==> config.mk <==
export PLATFORM = sky130hd
export DESIGN_NAME = irq_vec_responder
export DESIGN_NICKNAME = d
export VERILOG_FILES = /design/src/rtl/irqv_pkg.sv /design/src/rtl/irqv_regs.sv /design/src/rtl/irqv_line_map.sv /design/src/rtl/irqv_ack_fsm.sv /design/src/rtl/irq_vec_responder.sv
export SDC_FILE = /design/constraint.sdc
export NUM_CORES = 1
export LEC_CHECK = 0
export ABC_AREA = 1
export BUFFER_PORTS_ARGS = -buffer_cell sky130_fd_sc_hd__buf_2
export CORE_MARGIN = 3
export CORE_UTILIZATION = 44
export CTS_CLUSTER_SIZE = 12
export DETAILED_ROUTE_END_ITERATION = 7
export PLACE_DENSITY = 0.75
export SLEW_MARGIN = 10
export SYNTH_ARGS = -nofsm -noshare
export SYNTH_HDL_FRONTEND = slang
export SYNTH_SLANG_ARGS = --single-unit
==> constraint.sdc <==
create_clock -name clk -period 1.3 [get_ports clk]
set_input_delay 0.195 -clock clk [delete_from_list [all_inputs] [get_ports clk]]
set_output_delay 0.195 -clock clk [all_outputs]
set_load 0.03 [all_outputs]
==> src/rtl/irqv_pkg.sv <==
package irqv_pkg;
    typedef enum logic [1:0] {
        ST_IDLE    = 2'd0,
        ST_CONTEND = 2'd1,
        ST_DRIVE   = 2'd2,
        ST_HOLD    = 2'd3
    } ack_state_t;

    localparam logic [1:0] ADDR_LEVELS = 2'd0;
    localparam logic [1:0] ADDR_VECTOR = 2'd1;
    localparam logic [1:0] ADDR_ARBID  = 2'd2;
endpackage

==> src/rtl/irqv_regs.sv <==
module irqv_regs #(
    parameter int          LVL_W     = 3,
    parameter int          VEC_W     = 8,
    parameter int          ARB_W     = 4,
    parameter logic [7:0]  VEC_RESET = 8'h0F
) (
    input  logic             clk,
    input  logic             rst_n,
    input  logic             wr_en,
    input  logic [1:0]       wr_addr,
    input  logic [7:0]       wr_data,
    input  logic [1:0]       rd_addr,
    output logic [7:0]       rd_data,
    output logic [LVL_W-1:0] spi_lvl,
    output logic [LVL_W-1:0] uart_lvl,
    output logic [VEC_W-1:1] vec_hi,
    output logic [ARB_W-1:0] arb_id
);
    import irqv_pkg::*;

    logic [7:0]       cfg_q;
    logic [VEC_W-1:1] vec_q;
    logic [ARB_W-1:0] id_q;

    always_ff @(posedge clk) begin
        if (!rst_n) begin
            cfg_q <= '0;
            vec_q <= VEC_RESET[VEC_W-1:1];
            id_q  <= '0;
        end else if (wr_en) begin
            unique case (wr_addr)
                ADDR_LEVELS: cfg_q <= wr_data;
                ADDR_VECTOR: vec_q <= wr_data[VEC_W-1:1];
                ADDR_ARBID:  id_q  <= wr_data[ARB_W-1:0];
                default: ;
            endcase
        end
    end

    always_comb begin
        unique case (rd_addr)
            ADDR_LEVELS: rd_data = cfg_q;
            ADDR_VECTOR: rd_data = {vec_q, 1'b1};
            ADDR_ARBID:  rd_data = 8'(id_q);
            default:     rd_data = '0;
        endcase
    end

    assign spi_lvl  = cfg_q[LVL_W-1:0];
    assign uart_lvl = cfg_q[4+LVL_W-1:4];
    assign vec_hi   = vec_q;
    assign arb_id   = id_q;
endmodule

==> src/rtl/irqv_line_map.sv <==
module irqv_line_map #(
    parameter int LVL_W = 3,
    localparam int NUM_LINES = (1 << LVL_W) - 1
) (
    input  logic                 clk,
    input  logic                 rst_n,
    input  logic                 spi_req,
    input  logic                 uart_req,
    input  logic [LVL_W-1:0]     spi_lvl,
    input  logic [LVL_W-1:0]     uart_lvl,
    output logic [NUM_LINES-1:0] irq_out
);
    logic [NUM_LINES-1:0] raw_lines;

    for (genvar n = 1; n <= NUM_LINES; n++) begin : g_line
        assign raw_lines[n-1] = (spi_req  && spi_lvl  == LVL_W'(n)) ||
                                (uart_req && uart_lvl == LVL_W'(n));
    end

    always_comb begin
        irq_out = '0;
        for (int i = 0; i < NUM_LINES; i++) begin
            if (raw_lines[i]) begin
                irq_out    = '0;
                irq_out[i] = 1'b1;
            end
        end
    end

    p_one_line_r3: assert property (@(posedge clk) disable iff (!rst_n)
        $onehot0(irq_out));
    p_no_req_quiet_r4: assert property (@(posedge clk) disable iff (!rst_n)
        (!spi_req && !uart_req) |-> (irq_out == '0));
endmodule

==> src/rtl/irqv_ack_fsm.sv <==
module irqv_ack_fsm #(
    parameter int LVL_W = 3,
    parameter int VEC_W = 8,
    parameter int ARB_W = 4
) (
    input  logic             clk,
    input  logic             rst_n,
    input  logic             spi_req,
    input  logic             uart_req,
    input  logic [LVL_W-1:0] spi_lvl,
    input  logic [LVL_W-1:0] uart_lvl,
    input  logic [VEC_W-1:1] vec_hi,
    input  logic [ARB_W-1:0] arb_id,
    input  logic             ack_valid,
    input  logic [LVL_W-1:0] ack_level,
    input  logic             arb_win,
    output logic [VEC_W-1:0] vec_out,
    output logic             vec_valid
);
    import irqv_pkg::*;

    ack_state_t state_q, state_d;
    logic       src_spi_q, src_spi_d;
    logic       spi_hit, uart_hit, may_contend;

    assign spi_hit     = spi_req  && (spi_lvl  != '0) && (spi_lvl  == ack_level);
    assign uart_hit    = uart_req && (uart_lvl != '0) && (uart_lvl == ack_level);
    assign may_contend = ack_valid && (arb_id != '0) && (spi_hit || uart_hit);

    always_comb begin
        state_d   = state_q;
        src_spi_d = src_spi_q;
        unique case (state_q)
            ST_IDLE: if (may_contend) begin
                state_d   = ST_CONTEND;
                src_spi_d = spi_hit;
            end
            ST_CONTEND: begin
                if (!ack_valid)   state_d = ST_IDLE;
                else if (arb_win) state_d = ST_DRIVE;
            end
            ST_DRIVE: state_d = ack_valid ? ST_HOLD : ST_IDLE;
            ST_HOLD:  if (!ack_valid) state_d = ST_IDLE;
            default:  state_d = ST_IDLE;
        endcase
    end

    always_ff @(posedge clk) begin
        if (!rst_n) begin
            state_q   <= ST_IDLE;
            src_spi_q <= 1'b0;
        end else begin
            state_q   <= state_d;
            src_spi_q <= src_spi_d;
        end
    end

    always_comb begin
        vec_valid = (state_q == ST_DRIVE);
        vec_out   = vec_valid ? {vec_hi, src_spi_q} : '0;
    end

    p_id_zero_r9: assert property (@(posedge clk) disable iff (!rst_n)
        (state_q == ST_IDLE && arb_id == '0) |=> (state_q != ST_CONTEND));
    p_level_zero_r2: assert property (@(posedge clk) disable iff (!rst_n)
        (state_q == ST_IDLE && ack_level == '0) |=> (state_q == ST_IDLE));
    p_drop_abandon_r11: assert property (@(posedge clk) disable iff (!rst_n)
        (state_q == ST_CONTEND && !ack_valid) |=> (state_q == ST_IDLE));
endmodule

==> src/rtl/irq_vec_responder.sv <==
module irq_vec_responder #(
    parameter int          LVL_W     = 3,
    parameter int          VEC_W     = 8,
    parameter int          ARB_W     = 4,
    parameter logic [7:0]  VEC_RESET = 8'h0F,
    localparam int         NUM_LINES = (1 << LVL_W) - 1
) (
    input  logic                 clk,
    input  logic                 rst_n,
    input  logic                 wr_en,
    input  logic [1:0]           wr_addr,
    input  logic [7:0]           wr_data,
    input  logic [1:0]           rd_addr,
    output logic [7:0]           rd_data,
    input  logic                 spi_req,
    input  logic                 uart_req,
    output logic [NUM_LINES-1:0] irq_out,
    input  logic                 ack_valid,
    input  logic [LVL_W-1:0]     ack_level,
    input  logic                 arb_win,
    output logic [VEC_W-1:0]     vec_out,
    output logic                 vec_valid
);
    logic [LVL_W-1:0] spi_lvl, uart_lvl;
    logic [VEC_W-1:1] vec_hi;
    logic [ARB_W-1:0] arb_id;

    irqv_regs #(.LVL_W(LVL_W), .VEC_W(VEC_W), .ARB_W(ARB_W), .VEC_RESET(VEC_RESET)) u_regs (
        .clk(clk), .rst_n(rst_n), .wr_en(wr_en), .wr_addr(wr_addr), .wr_data(wr_data),
        .rd_addr(rd_addr), .rd_data(rd_data), .spi_lvl(spi_lvl), .uart_lvl(uart_lvl),
        .vec_hi(vec_hi), .arb_id(arb_id)
    );

    irqv_line_map #(.LVL_W(LVL_W)) u_lines (
        .clk(clk), .rst_n(rst_n), .spi_req(spi_req), .uart_req(uart_req),
        .spi_lvl(spi_lvl), .uart_lvl(uart_lvl), .irq_out(irq_out)
    );

    irqv_ack_fsm #(.LVL_W(LVL_W), .VEC_W(VEC_W), .ARB_W(ARB_W)) u_fsm (
        .clk(clk), .rst_n(rst_n), .spi_req(spi_req), .uart_req(uart_req),
        .spi_lvl(spi_lvl), .uart_lvl(uart_lvl), .vec_hi(vec_hi), .arb_id(arb_id),
        .ack_valid(ack_valid), .ack_level(ack_level), .arb_win(arb_win),
        .vec_out(vec_out), .vec_valid(vec_valid)
    );

    p_single_pulse_r7: assert property (@(posedge clk) disable iff (!rst_n)
        vec_valid |=> !vec_valid);
    p_needs_grant_r7: assert property (@(posedge clk) disable iff (!rst_n)
        $rose(vec_valid) |-> $past(arb_win && ack_valid));
    p_shared_bits_r7: assert property (@(posedge clk) disable iff (!rst_n)
        vec_valid |-> (vec_out[VEC_W-1:1] == rd_data[VEC_W-1:1] || rd_addr != 2'd1));
    p_quiet_vector_r10: assert property (@(posedge clk) disable iff (!rst_n)
        !vec_valid |-> (vec_out == '0));
endmodule

==> results of run 1 <==
## repair_timing
item / 4_1_cts / 5_1_grt
buffers inserted: 3 / 1
pin swaps: 12 / 14
gates resized for setup: 79 / 33
endpoints found under the setup margin: 24 / 25
## tightest hold or removal path, cell delays in order
cell and delay [ps]:
buf_2 90, nor2_1 40, nor2_1 80
## placed cells by master, fill, tap and decap left out, types with 2 or more instances in the layout
cell       n
buf_6     32
nand2_1   29
inv_1     23
buf_2     22
nor2_1    19
nor2_4    16
a21oi_1   15
o21ai_0   15
buf_4     14
dfxtp_1   13
inv_2     12
dfxtp_2    7
nand2_2    6
nand2_4    5
o21ai_1    5
inv_4      4
nand3_1    3
nor3_1     3
o211ai_1   3
clkbuf_4   3
o22ai_2    2
a22oi_2    2
o22ai_4    2
o221ai_2   2
nand3_2    2
nand4_1    2
dfxtp_4    2
## cell type report
class	count	area (µm²)
inverters	39	156
well taps	30	37.5
repair buffers	69	596
multi-input cells	141	963
flip-flops and latches	22	457
fillers	159	380
clock buffers	3	22.5
## sequential cells by signal (all words and copies together), names as in the netlist
| register | count |
|---|---|
| u_regs.arb_id | 4 |
| u_regs.vec_hi | 7 |
| u_fsm.state_q | 2 |
| u_fsm.src_spi_q | 1 |
| u_regs.cfg_q | 8 |
## per-stage QoR
step / total power, mW / instances / hold WS, ps / util, % / cell area (µm²)
5_1_grt: 1.58 / 304 / 121 / 85.4 / 2230
6_report: 1.51 / 304 / 108 / 85.4 / 2230
4_1_cts: 1.45 / 303 / 118 / 80.7 / 2110
3_3_place_gp: 1.09 / 298 / 430 / 69.5 / 1820
2_1_floorplan: 0.952 / 205 / 325 / - / 1400
3_5_place_dp: 1.09 / 298 / 441 / 69.5 / 1820
## cells in the mapped netlist (4+ instances only)
library cell and n:
dfxtp_1 22, inv_1 30, nor3_1 4, nand3_1 6, nor2_1 33, nand2_1 37
o22ai_1 4, inv_2 9, a21oi_1 15, o21ai_0 17
## power by group through the flow
stage          Clock [mW]  Sequential [mW]  Combinational [mW]
2_1_floorplan           0            0.738               0.214
3_3_place_gp            0            0.739               0.351
3_5_place_dp            0            0.741               0.353
4_1_cts             0.311            0.727               0.410
5_1_grt             0.343            0.734               0.500
6_report            0.317            0.732               0.463
## path summary, 6_finish.rpt
path / from / to / slack, ps / cells past startpoint
setup / recovery: u_regs.cfg_q[0] / irq_out[3] / -530 / 7
hold / removal: wr_data[7] / u_regs.cfg_q[7] / 110 / 3
setup reg to reg: u_regs.cfg_q[5] / u_fsm.src_spi_q / -50 / 12
hold reg to reg: u_regs.arb_id[3] / u_regs.arb_id[3] / 500 / 2
## per-layer routing
| metal | vias to the layer above | global-route usage [%] | routed length [µm] |
|---|---|---|---|
| met4 | 0 | 8.86 | 78 |
| li1 | 810 | - | - |
| met2 | 66 | 46.0 | 2360 |
| met1 | 759 | 29.6 | 1750 |
| met3 | 10 | 3.24 | 298 |
| met5 | - | 0 | 0 |
## kinds of logic after synthesis
kind of cell	share of synthesized area, %
AND/OR/NAND/NOR	28.7
AO/OA/AOI/OAI	24.3
buffers and inverters	12.5
flip-flops	34.5
==> impl_metrics.py, run 1 <==
metrics = {
    "outcome": {
        "outcome": "finished with violations",
        "violations": "setup timing",
    },
    "synthesis": {
        "synth_area_um2": 1270,
        "yosysTopAreaCell": "dfxtp_1",
        "synth.avg_cell_area_um2": 6.22,
        "yosys_warnings": 0,
        "synth_area_leaders": "dfxtp_1 35%, nand2_1 11%, nor2_1 9.7%",
        "yosysTopAreaCellShare_pct": 34.5,
        "ys_types": 25,
        "synth_ff_type": "dfxtp_1",
        "synthCells": 205,
        "ys_seq_area_share_pct": 34.5,
        "synth_nets": 227,
        "synth_seq_cells": 22,
        "async_flop_share_pct": 0,
        "synth_edf_count": 0,
    },
    "finish": {
        "antenna_cells": 0,
        "final_nets": 298,
        "areaGrowthSynthToFinish_pct": 75.1,
        "drive_gt1_share_pct": 51.1,
    },
    "worst_hold_path": {
        "worstHoldPathType": "primary input to flop",
    },
    "routing": {
        "ant_nets": 0,
        "drt_wl_total_um": 4490,
        "num_vias": 1645,
        "drt_pass1_iterations": 4,
        "drc": 0,
        "drt_iter0_drc": 112,
        "wl_per_cell_um": 14.8,
        "viasPerCell": 5.41,
    },
    "sta": {
        "setup_viol": 23,
        "maxSlewViolCount": 0,
        "period_minus_slack_ps": 1830,
        "slew_headroom_pct": 75.0,
        "hold_viol": 0,
        "fin_tns_setup_ps": -4350,
        "fin_skew_ps": 11.4,
        "rsz0062_at_grt": "true",
        "worst_pin_slew_ps": 374,
        "max_freq_mhz": 547,
        "fin_ws_ps": -528,
        "fin_crit_sh_pct": 141,
    },
    "global_routing": {
        "grt_max_degree": 23,
        "grt_pass1_wl_um": 6760,
        "grt_pass1_vias": 1547,
        "overflow": 0,
        "antenna_found_initial": 0,
        "track_usage_pct": 25.2,
    },
    "power": {
        "pwr-share-comb_pct": 30.6,
        "powerDensity_nw_per_um2": 677,
        "p_leak_nw": 0.999,
        "seq_power_share_pct": 48.4,
        "swShare_pct": 33.8,
        "switching_power_mw": 0.511,
        "internal-power_mw": 1.00,
        "ir_drop_uv": 685,
        "pwr-share-clk_pct": 21.0,
    },
    "floorplan": {
        "start_util_pct": 48.8,
        "num_rows": 18,
        "die_area_um2": 3580,
        "die_w_um": 59.8,
        "core_area_um2": 2610,
        "io_pins": 46,
        "die_h_um": 59.8,
    },
    "worst_setup_path": {
        "critPathCaptureType": "output pin",
        "critPathTopFamily": "simple AND/OR/NAND/NOR gates",
        "path_max_fanout": 4,
        "startpoint_type": "flop",
        "worst_ep_required_time_ps": 1110,
        "critical_path_buf_inv_count": 3,
        "worstPathCellList": "buf_6, nand3_4, o21ai_4, or2_4, buf_6, nor3_4, buf_6",
        "cpPeakStageDelay_ps": 360,
        "criticalPathCategory": "flop to output pin",
        "crit_top_cell": "buf_6",
        "critPathArrivalTime_ps": 1630,
        "critPathSlowestCell": "dfxtp_2",
    },
    "clocking": {
        "cts_tree": "done",
        "clk_latency_ps": 310,
        "numClockSinks": 22,
        "cts_hold_buf": 0,
        "htree_levels": 1,
        "cts_buffers": 3,
        "clk_transition_reported_paths_ps": 130,
        "cts-root-buf": "clkbuf_4",
        "clockBufferDepth": 2,
    },
    "place": {
        "place.port_buffers": 45,
        "dp_worst_setup_slack_ps": -254,
        "hpwl_um": 2800,
        "place_congestion": 0.909,
    },
    "job": {
        "drv_cap": 0,
    },
}
No activity file was read; power rests on OpenSTA's default activity.
==> run 2, diff against run 1 <==
CELL_PAD_IN_SITES_DETAIL_PLACEMENT = 0   (was unset)
CELL_PAD_IN_SITES_GLOBAL_PLACEMENT = 1   (was unset)
CORE_UTILIZATION = 29   (was 44)
PLACE_DENSITY = unset   (was 0.75)
PLACE_DENSITY_LB_ADDON = 0.1   (was unset)
==> impl_metrics.py, run 2 (synthesis gave the netlist of run 1 again) <==
metrics = {
    "sta": {
        "maxSlewViolCount": 0,
        "fin_tns_setup_ps": -3310,
        "slew_headroom_pct": 76.9,
        "hold_viol": 0,
        "rsz0062_at_grt": "true",
        "fin_skew_ps": 3.06,
        "max_freq_mhz": 576,
        "whs_ps": 167,
        "worst_pin_slew_ps": 346,
        "setup_viol": 21,
        "fin_ws_ps": -435,
        "fin_crit_sh_pct": 133,
        "period_minus_slack_ps": 1730,
    },
    "routing": {
        "drt_pass1_iterations": 4,
        "ant_nets": 0,
        "drc": 0,
        "drt_iter0_drc": 58,
        "num_vias": 1595,
        "viasPerCell": 4.73,
        "drt_wl_total_um": 4310,
        "wl_per_cell_um": 12.8,
    },
    "finish": {
        "final_util_pct": 58.1,
        "fillCellCount": 394,
        "areaGrowthSynthToFinish_pct": 87.6,
        "antenna_cells": 0,
        "largest-register": "u_regs.cfg_q",
        "stdcell_count": 337,
        "largest_register_ff_count": 8,
        "design_area_um2": 2390,
        "drive_gt1_share_pct": 54.7,
        "final_nets": 310,
        "final_common_cell": "buf_6",
        "final_cell_mix": "32 x buf_6, 29 x nand2_1, 26 x buf_4, 24 x inv_1, 22 x buf_2",
    },
    "clocking": {
        "numClockSinks": 22,
        "clockBufferDepth": 2,
        "cts_tree": "done",
        "cts_buffers": 3,
        "clk_transition_reported_paths_ps": 80,
        "htree_levels": 1,
        "clk_latency_ps": 260,
        "cts-root-buf": "clkbuf_8",
        "cts_hold_buf": 0,
    },
    "worst_setup_path": {
        "r2r_cells": 12,
        "criticalPathCategory": "flop to output pin",
        "critPathArrivalTime_ps": 1540,
        "path_max_fanout": 3,
        "startpoint_type": "flop",
        "critPathCaptureType": "output pin",
        "worst_ep_required_time_ps": 1110,
    },
    "floorplan": {
        "num_rows": 23,
        "die_h_um": 72.3,
        "core_area_um2": 4120,
        "io_pins": 46,
        "die_area_um2": 5230,
        "die_w_um": 72.3,
        "start_util_pct": 31.0,
    },
    "place": {
        "place.port_buffers": 45,
        "dp_worst_setup_slack_ps": -246,
        "placed_cell_area_um2": 1870,
        "placed_cells": 322,
        "hpwl_um": 3110,
        "place_congestion": 0.877,
    },
    "global_routing": {
        "overflow": 0,
        "grt_pass1_vias": 1528,
        "grt_max_degree": 23,
        "track_usage_pct": 17.3,
        "antenna_found_initial": 0,
        "grt_pass1_wl_um": 7250,
    },
    "power": {
        "powerDensity_nw_per_um2": 709,
        "p_leak_nw": 1.07,
        "ir_drop_uv": 477,
        "finalPower_mw": 1.70,
    },
    "job": {
        "drv_cap": 0,
    },
    "outcome": {
        "violations": "setup timing",
        "outcome": "finished with violations",
    },
    "worst_hold_path": {
        "hold_path_depth": 3,
        "worstHoldPathType": "primary input to flop",
    },
}
-- run 2: changes by cell type in the layout (fill, tap and decap cells not counted), sizes merged --
cell,previous run,this run
clkbuf,3,4
buf,69,81
-- run 2: final timing paths --
| path | start | to | slack (ps) |
|---|---|---|---|
| min | wr_data[7] | u_regs.cfg_q[7] | 170 |
| min reg2reg | u_regs.cfg_q[7] | u_regs.cfg_q[7] | 520 |
| max reg2reg | u_regs.cfg_q[5] | u_fsm.src_spi_q | -20 |
| max | u_regs.cfg_q[2] | irq_out[0] | -430 |
-- run 2: layer usage --
layer | global-route usage [%] | vias to the layer above | share of wire, %
met5 | 0 | - | 0
met4 | 2.71 | 0 | 0.63
met3 | 3.60 | 4 | 3.8
met2 | 29.4 | 29 | 49
met1 | 23.0 | 732 | 46
li1 | - | 830 | -
-- run 2: worst max-delay path, cell delays in order, from the launching register on --
cell and delay [ps]:
dfxtp_2 340, nand2_2 70, inv_2 60, nand3_4 60, o21ai_4 60, or2_4 250, nor2_4 110, nand2_4 90
nor2_4 100, buf_6 140
-- run 2: layout make-up --
cell class	instances	area, µm²	area share, %
Multi-Input combinational cell	141	977	40.8
Timing Repair Buffer	81	686	28.7
Sequential cell	22	458	19.1
Inverter	39	154	6.43
Tap cell	50	62.6	2.62
Clock buffer	4	55.1	2.30
-- run 2: power breakdown --
part           internal, mW  leakage [nW]  switching [mW]
sequential            0.703         0.184          0.0209
clock                 0.270        0.0288           0.226
combinational         0.200         0.854           0.277
-- run 2: repair_timing --
action,CTS,global route
cloned,0,0
endpoints found under the setup margin,23,25
resized for setup,83,33
buffers inserted,8,4
pin swaps,12,9
